[src/rtl/alarm_pkg.sv]
package alarm_pkg;

  typedef enum logic [1:0] {
    ST_OFF   = 2'd0,
    ST_WATCH = 2'd1,
    ST_ENTRY = 2'd2,
    ST_ALARM = 2'd3
  } alarm_state_e;

  // active-low segments, {a,b,c,d,e,f,g,dp}, dp off
  function automatic logic [7:0] hex_to_seg_n(input logic [3:0] v);
    logic [6:0] lit;
    unique case (v)
      4'h0: lit = 7'b1111110;
      4'h1: lit = 7'b0110000;
      4'h2: lit = 7'b1101101;
      4'h3: lit = 7'b1111001;
      4'h4: lit = 7'b0110011;
      4'h5: lit = 7'b1011011;
      4'h6: lit = 7'b1011111;
      4'h7: lit = 7'b1110000;
      4'h8: lit = 7'b1111111;
      4'h9: lit = 7'b1111011;
      4'hA: lit = 7'b1110111;
      4'hB: lit = 7'b0011111;
      4'hC: lit = 7'b1001110;
      4'hD: lit = 7'b0111101;
      4'hE: lit = 7'b1001111;
      default: lit = 7'b1000111;
    endcase
    return {~lit, 1'b1};
  endfunction

endpackage

[src/rtl/alarm_sync.sv]
module alarm_sync #(
  parameter int WIDTH  = 1,
  parameter int STAGES = 2
) (
  input  logic             clk_i,
  input  logic             rst_ni,
  input  logic [WIDTH-1:0] d_i,
  output logic [WIDTH-1:0] q_o
);

  logic [WIDTH-1:0] stg_q [STAGES];

  for (genvar g = 0; g < STAGES; g++) begin : g_stage
    if (g == 0) begin : g_first
      always_ff @(posedge clk_i or negedge rst_ni) begin
        if (!rst_ni) stg_q[g] <= '0;
        else         stg_q[g] <= d_i;
      end
    end else begin : g_next
      always_ff @(posedge clk_i or negedge rst_ni) begin
        if (!rst_ni) stg_q[g] <= '0;
        else         stg_q[g] <= stg_q[g-1];
      end
    end
  end

  assign q_o = stg_q[STAGES-1];

endmodule

[src/rtl/alarm_tick_div.sv]
module alarm_tick_div #(
  parameter int DIV_RATIO = 50_000_000
) (
  input  logic clk_i,
  input  logic rst_ni,
  output logic tick_o
);

  localparam int CW = (DIV_RATIO > 1) ? $clog2(DIV_RATIO) : 1;
  localparam logic [CW-1:0] LAST = CW'(DIV_RATIO - 1);

  logic [CW-1:0] cnt_q;

  assign tick_o = (cnt_q == LAST);

  always_ff @(posedge clk_i or negedge rst_ni) begin
    if (!rst_ni)     cnt_q <= '0;
    else if (tick_o) cnt_q <= '0;
    else             cnt_q <= cnt_q + 1'b1;
  end

endmodule

[src/rtl/alarm_fsm.sv]
module alarm_fsm
  import alarm_pkg::*;
#(
  parameter int DELAY_SECS = 7,
  localparam int CW = $clog2(DELAY_SECS + 1)
) (
  input  logic          clk_i,
  input  logic          arm_ok_ni,  // synchronized arm, async clear when low
  input  logic          trip_i,
  input  logic          tick_i,
  output alarm_state_e  state_o,
  output logic [CW-1:0] secs_o
);

  alarm_state_e  state_q, state_d;
  logic [CW-1:0] secs_q, secs_d;
  logic          done;

  assign done = (secs_q == CW'(DELAY_SECS));

  always_comb begin
    state_d = state_q;
    unique case (state_q)
      ST_OFF:   state_d = ST_WATCH;
      ST_WATCH: if (trip_i) state_d = ST_ENTRY;
      ST_ENTRY: if (done) state_d = ST_ALARM;
      default:  state_d = ST_ALARM;
    endcase
  end

  always_comb begin
    secs_d = '0;
    if (state_q == ST_ENTRY && !done) secs_d = tick_i ? secs_q + 1'b1 : secs_q;
  end

  always_ff @(posedge clk_i or negedge arm_ok_ni) begin
    if (!arm_ok_ni) begin
      state_q <= ST_OFF;
      secs_q  <= '0;
    end else begin
      state_q <= state_d;
      secs_q  <= secs_d;
    end
  end

  assign state_o = state_q;
  assign secs_o  = secs_q;

endmodule

[src/rtl/alarm_seg_dec.sv]
module alarm_seg_dec
  import alarm_pkg::*;
#(
  parameter int NUM_DIGITS = 4
) (
  input  logic [3:0]            digit_i,
  output logic [7:0]            seg_no,
  output logic [NUM_DIGITS-1:0] dig_en_no
);

  assign seg_no = hex_to_seg_n(digit_i);

  for (genvar d = 0; d < NUM_DIGITS; d++) begin : g_en
    assign dig_en_no[d] = (d != 0);
  end

endmodule

[src/rtl/entry_alarm_ctrl.sv]
module entry_alarm_ctrl
  import alarm_pkg::*;
#(
  parameter int DIV_RATIO   = 50_000_000,
  parameter int DELAY_SECS  = 7,
  parameter int SYNC_STAGES = 2,
  parameter int NUM_SENSORS = 3,
  parameter int NUM_DIGITS  = 4
) (
  input  logic                   clk_i,
  input  logic                   rst_ni,
  input  logic                   arm_i,
  input  logic [NUM_SENSORS-1:0] sensor_i,
  output logic                   siren_o,
  output logic                   delay_run_o,
  output logic                   arm_ind_o,
  output logic                   front_ind_o,
  output logic                   rear_ind_o,
  output logic                   window_ind_o,
  output logic [7:0]             seg_no,
  output logic [NUM_DIGITS-1:0]  dig_en_no
);

  localparam int CW = $clog2(DELAY_SECS + 1);

  logic                   arm_rst_n;
  logic                   arm_ok_n;
  logic [NUM_SENSORS-1:0] sensor_s;
  logic                   tick;
  alarm_state_e           state;
  logic [CW-1:0]          secs;

  // arm low clears the arm synchronizer at once; rise is resynchronized
  assign arm_rst_n = rst_ni & arm_i;

  alarm_sync #(.WIDTH(1), .STAGES(SYNC_STAGES)) u_arm_sync (
    .clk_i  (clk_i),
    .rst_ni (arm_rst_n),
    .d_i    (1'b1),
    .q_o    (arm_ok_n)
  );

  alarm_sync #(.WIDTH(NUM_SENSORS), .STAGES(SYNC_STAGES)) u_sens_sync (
    .clk_i  (clk_i),
    .rst_ni (rst_ni),
    .d_i    (sensor_i),
    .q_o    (sensor_s)
  );

  alarm_tick_div #(.DIV_RATIO(DIV_RATIO)) u_div (
    .clk_i  (clk_i),
    .rst_ni (rst_ni),
    .tick_o (tick)
  );

  alarm_fsm #(.DELAY_SECS(DELAY_SECS)) u_fsm (
    .clk_i     (clk_i),
    .arm_ok_ni (arm_ok_n),
    .trip_i    (|sensor_s),
    .tick_i    (tick),
    .state_o   (state),
    .secs_o    (secs)
  );

  alarm_seg_dec #(.NUM_DIGITS(NUM_DIGITS)) u_seg (
    .digit_i   (4'(secs)),
    .seg_no    (seg_no),
    .dig_en_no (dig_en_no)
  );

  assign siren_o      = (state == ST_ALARM);
  assign delay_run_o  = (state == ST_ENTRY);
  assign arm_ind_o    = arm_i;
  assign front_ind_o  = sensor_i[NUM_SENSORS-1];
  assign rear_ind_o   = sensor_i[NUM_SENSORS-2];
  assign window_ind_o = sensor_i[0];

endmodule

[config.mk]
export PLATFORM = sky130hd
export DESIGN_NAME = entry_alarm_ctrl
export DESIGN_NICKNAME = d
export VERILOG_FILES = /design/src/rtl/alarm_pkg.sv /design/src/rtl/alarm_sync.sv /design/src/rtl/alarm_tick_div.sv /design/src/rtl/alarm_fsm.sv /design/src/rtl/alarm_seg_dec.sv /design/src/rtl/entry_alarm_ctrl.sv
export SDC_FILE = /design/constraint.sdc
export NUM_CORES = 1
export LEC_CHECK = 0
export BUFFER_PORTS_ARGS = -buffer_cell sky130_fd_sc_hd__buf_2
export CORE_ASPECT_RATIO = 1.75
export CORE_MARGIN = 3
export CORE_UTILIZATION = 45
export DETAILED_ROUTE_END_ITERATION = 12
export HOLD_SLACK_MARGIN = 0.12
export PLACE_DENSITY_LB_ADDON = 0.08
export RECOVER_POWER = 50
export SLEW_MARGIN = 20
export SYNTH_ARGS = -nofsm -noshare
export SYNTH_HDL_FRONTEND = slang
export SYNTH_SLANG_ARGS = --single-unit
[constraint.sdc]
create_clock -name clk_i -period 2.25 [get_ports clk_i]
set_input_delay 0.225 -clock clk_i [delete_from_list [all_inputs] [get_ports clk_i]]
set_output_delay 0.225 -clock clk_i [all_outputs]
set_load 0.01 [all_outputs]
==> flow_summary.rst <==
.. list-table::
   :header-rows: 1

   * - Metric
     - Value
   * - Number of nets in the final layout
     - 232
   * - Worst hold path startpoint
     - u_sens_sync.stg_q[5]$_DFF_PN0_
   * - Overall die area
     - 5320 sq um
   * - Tmin final
     - 1800 ps
   * - Residual overflow from global routing
     - 0
   * - Count of input and output buffers
     - 18
   * - Reg-to-Reg Start
     - u_div.cnt_q[0]$_DFF_PN0_
   * - Cell type with the largest total area after synthesis
     - sky130_fd_sc_hd__dfrtp_1
   * - Grt met2 use
     - 0.306
   * - Fraction of layout cells with a size suffix above 1
     - 0.124
   * - Initial Utilization
     - 0.474
   * - Worst path required time
     - 2030 ps
   * - Post-Route Skew
     - roughly 3.3 ps
   * - Post-synthesis cell area
     - 2000 sq um
   * - Final Max Slew Viols
     - 0
   * - Number of filler cells placed in the layout
     - approximately 380
   * - Setup CP Type
     - register to output port
   * - Number of routed nets with antenna violations
     - 0
   * - Worst reg-to-reg setup slack
     - 480 ps
   * - Run status
     - finished clean
   * - Count of flip-flops with a built-in enable after synthesis
     - 0
   * - Synth cell count leaders
     - sky130_fd_sc_hd__dfrtp_1, sky130_fd_sc_hd__a21oi_1, sky130_fd_sc_hd__nand2_1
   * - I/O pins
     - 24
   * - Number of distinct standard cells referenced by the synthesized netlist
     - 31
   * - Worst hold slack after final layout
     - around 350 ps
   * - Max Buffers Root-to-Sink
     - 2
   * - Final period util
     - 0.800
   * - Transition time at the pin with the least slew margin
     - 801 ps
   * - Final count of negative-setup-slack endpoints
     - 0
   * - Sum of negative setup slack
     - 0 ps
   * - Synthesized flop and latch total
     - 39
   * - Fmax
     - 555 MHz
   * - PostCTS Resize Cnt
     - 0
   * - Path type of the worst min-delay path
     - register to register
   * - Maximum vdd ir drop
     - 427 uV
   * - Fraction of met3 tracks used by global routing
     - 0.0303
   * - Remaining design rule violation count
     - 0
   * - Maximum level of the CTS H-tree
     - 2
   * - Ranking of synthesized cells by area
     - sky130_fd_sc_hd__dfrtp_1, sky130_fd_sc_hd__ha_1, sky130_fd_sc_hd__buf_4
   * - Clock sinks
     - 39
   * - TritonCTS clock tree
     - done
   * - Diodes inserted
     - 0
   * - Count of vias placed by the detailed router
     - 1481
   * - Final weighted congestion of routability-driven global placement
     - 0.822
   * - Mapped Avg Cell Area
     - 10.4 sq um
   * - Sink of the worst hold path
     - u_sens_sync.q_o[2]$_DFF_PN0_
   * - Area added between synthesis and finish
     - 13.3%
   * - Via count of the first global-routing pass
     - 1519
   * - Pin count of the biggest net entering global routing
     - 34
   * - Top cell type's share of synthesized area
     - 0.487
   * - Clock-pin slew on the worst setup and hold paths
     - roughly 80 ps
   * - Most numerous cell in the Yosys netlist
     - sky130_fd_sc_hd__dfrtp_1
   * - R2r endpoint
     - u_div.cnt_q[22]$_DFF_PN0_
   * - DP Cell Count
     - 252
   * - Power density relative to cell area
     - 653 nW/um^2
   * - Proportion of synthesized flip-flops having asynchronous set or reset
     - 1.00
   * - Number of DRC markers in iteration 0
     - 45
   * - Worst-skew pair later-pin latency
     - about 300 ps
   * - Worst max-slew margin expressed relative to the limit
     - 0.466
   * - Fin cells
     - around 270
   * - Final routed wirelength across all metal layers
     - ~4 mm
   * - Avg Vias per Cell
     - around 5.6
   * - Placeable Area
     - around 4200 sq um
   * - Number of cells on the worst reg-to-reg path
     - 5
   * - GR Layer Usage met1
     - 0.179
   * - Die width
     - about 56 um
   * - Endpoint arrival time on the critical path
     - 1580 ps
   * - Most Crowded Layer GR
     - met2
   * - Flip-flop cell with the highest count after synthesis
     - sky130_fd_sc_hd__dfrtp_1
   * - Vertical die dimension
     - 94.3 um
   * - Hold Crit Depth
     - 0
   * - Number of antenna violations at the first check in global routing
     - 0
   * - Global-route wire length before repair
     - approximately 7.0 mm
   * - Root Buffer Master
     - sky130_fd_sc_hd__clkbuf_8
   * - Count of warnings emitted by yosys
     - 0
   * - Share of the yosys chip area belonging to registers
     - 0.487
   * - Leakage power total
     - 1.04 nW
   * - Initial DRT Pass Iterations
     - 4
   * - RSZ-0062 raised after global routing
     - no
   * - Wire length per cell after detailed routing
     - about 15 um
   * - Post-DP HPWL
     - 2.99 mm
   * - Syn Inst Count
     - a little under 200
   * - Number of max-cap violations
     - 0
   * - CP Launch Type
     - register
   * - Number of standard-cell rows in the floorplan
     - 31
   * - Fin. Hold Viols
     - 0
   * - GRT Overall Usage
     - 0.167
   * - Clock buffer count from CTS
     - 5
   * - Kind of end point of the critical path
     - output port
   * - Highest fanout seen on the critical path
     - 5
## cell families after synthesis
group	Yosys count	synth area share
DFF	39	0.487
buffers and inverters	18	0.0612
adders and majority gates	10	0.0625
xor gates and xnor gates	14	0.0612
other	2	0.00375
AOI/OAI and AO/OA	31	0.0874
and+or+nand+nor	79	0.237
## placed cells by master, fill, tap and decap left out, types with 2 or more instances in the layout
cell type	Yosys	layout
sky130_fd_sc_hd__nor2_1	10	10
sky130_fd_sc_hd__buf_2	2	14
sky130_fd_sc_hd__o31ai_1	6	6
sky130_fd_sc_hd__bufinv_16	0	2
sky130_fd_sc_hd__buf_4	10	2
sky130_fd_sc_hd__dfrtp_1	39	39
sky130_fd_sc_hd__or4_1	5	5
sky130_fd_sc_hd__nand4_1	10	10
sky130_fd_sc_hd__ha_1	10	10
sky130_fd_sc_hd__and4_1	4	4
sky130_fd_sc_hd__o21ai_0	10	10
sky130_fd_sc_hd__xnor2_1	7	7
sky130_fd_sc_hd__or3_1	4	4
sky130_fd_sc_hd__conb_1	2	6
sky130_fd_sc_hd__clkbuf_8	0	5
sky130_fd_sc_hd__nand3_1	10	10
sky130_fd_sc_hd__dlygate4sd3_1	0	6
sky130_fd_sc_hd__nand2b_1	3	3
sky130_fd_sc_hd__and2_1	4	4
sky130_fd_sc_hd__a21oi_1	13	13
sky130_fd_sc_hd__inv_1	4	4
sky130_fd_sc_hd__nor2b_1	3	3
sky130_fd_sc_hd__nand2_1	12	12
sky130_fd_sc_hd__and3_1	8	8
sky130_fd_sc_hd__clkbuf_1	0	3
sky130_fd_sc_hd__xor2_1	7	7
## stage by stage
step / setup slack (ps) / util / power, mW / cell area [sq um]
3_5_place_dp: 500 / 0.491 / 0.791 / 2080
6_report: 450 / 0.537 / 1.48 / 2270
3_3_place_gp: 516 / 0.491 / 0.787 / 2080
5_1_grt: 291 / 0.537 / 1.53 / 2270
2_1_floorplan: 529 / - / 0.768 / 2020
4_1_cts: 429 / 0.538 / 1.50 / 2270
## critical path, stage by stage, from the launching register on
cell	delay [ps]
sky130_fd_sc_hd__dfrtp_1	440
sky130_fd_sc_hd__inv_1	140
sky130_fd_sc_hd__ha_1	360
sky130_fd_sc_hd__o21ai_0	180
sky130_fd_sc_hd__buf_2	160
## cell type report
| cell class | count | area, sq um | share of cell area |
|---|---|---|---|
| sequential | 39 | 976 | 0.430 |
| multi-input combinational | 140 | 920 | 0.405 |
| timing repair buffer | 26 | 161 | 0.0711 |
| clock buffer | 5 | 68.8 | 0.0303 |
| clock inverter | 3 | 67.6 | 0.0298 |
| tap | 49 | 61.3 | 0.0270 |
| inverter | 4 | 15.0 | 0.00662 |
## routing by layer
metal / vias up / wire [um]
met5: - / 0
li1: 714 / -
met1: 734 / 1630
met2: 24 / 2230
met4: 0 / 110
met3: 9 / 95
## power by group
part           switching (mW)  total [mW]  internal (mW)
clock network           0.258       0.700          0.442
logic                  0.0408      0.0653         0.0245
registers             0.00491       0.716          0.711
total                   0.304        1.48           1.18
## state kept, by name (all words and copies together) (netlist names)
name,cells
u_arm_sync.q_o,1
u_arm_sync.stg_q,1
u_div.cnt_q,26
u_fsm.secs_o,3
u_fsm.state_o,2
u_sens_sync.q_o,3
u_sens_sync.stg_q,3
## worst max path at each step
stage                                      startpoint                        end  slack (ps)  depth (start not counted)
after floorplan              u_div.cnt_q[0]$_DFF_PN0_  u_div.cnt_q[21]$_DFF_PN0_         530                          8
after global placement       u_div.cnt_q[4]$_DFF_PN0_  u_div.cnt_q[20]$_DFF_PN0_         520                          5
after detailed placement     u_div.cnt_q[0]$_DFF_PN0_  u_div.cnt_q[22]$_DFF_PN0_         500                          5
after CTS                 u_fsm.secs_o[0]$_DFFE_PN0P_                  seg_no[4]         430                          4
after global routing      u_fsm.secs_o[0]$_DFFE_PN0P_                  seg_no[4]         290                          4
final                     u_fsm.secs_o[0]$_DFFE_PN0P_                  seg_no[4]         450                          4
## repair_timing
action                    in CTS  in global routing
hold buffers                   6                  0
buffers inserted               0                  0
hold endpoints to repair      42                  0
No activity file was read; power rests on OpenSTA's default activity.
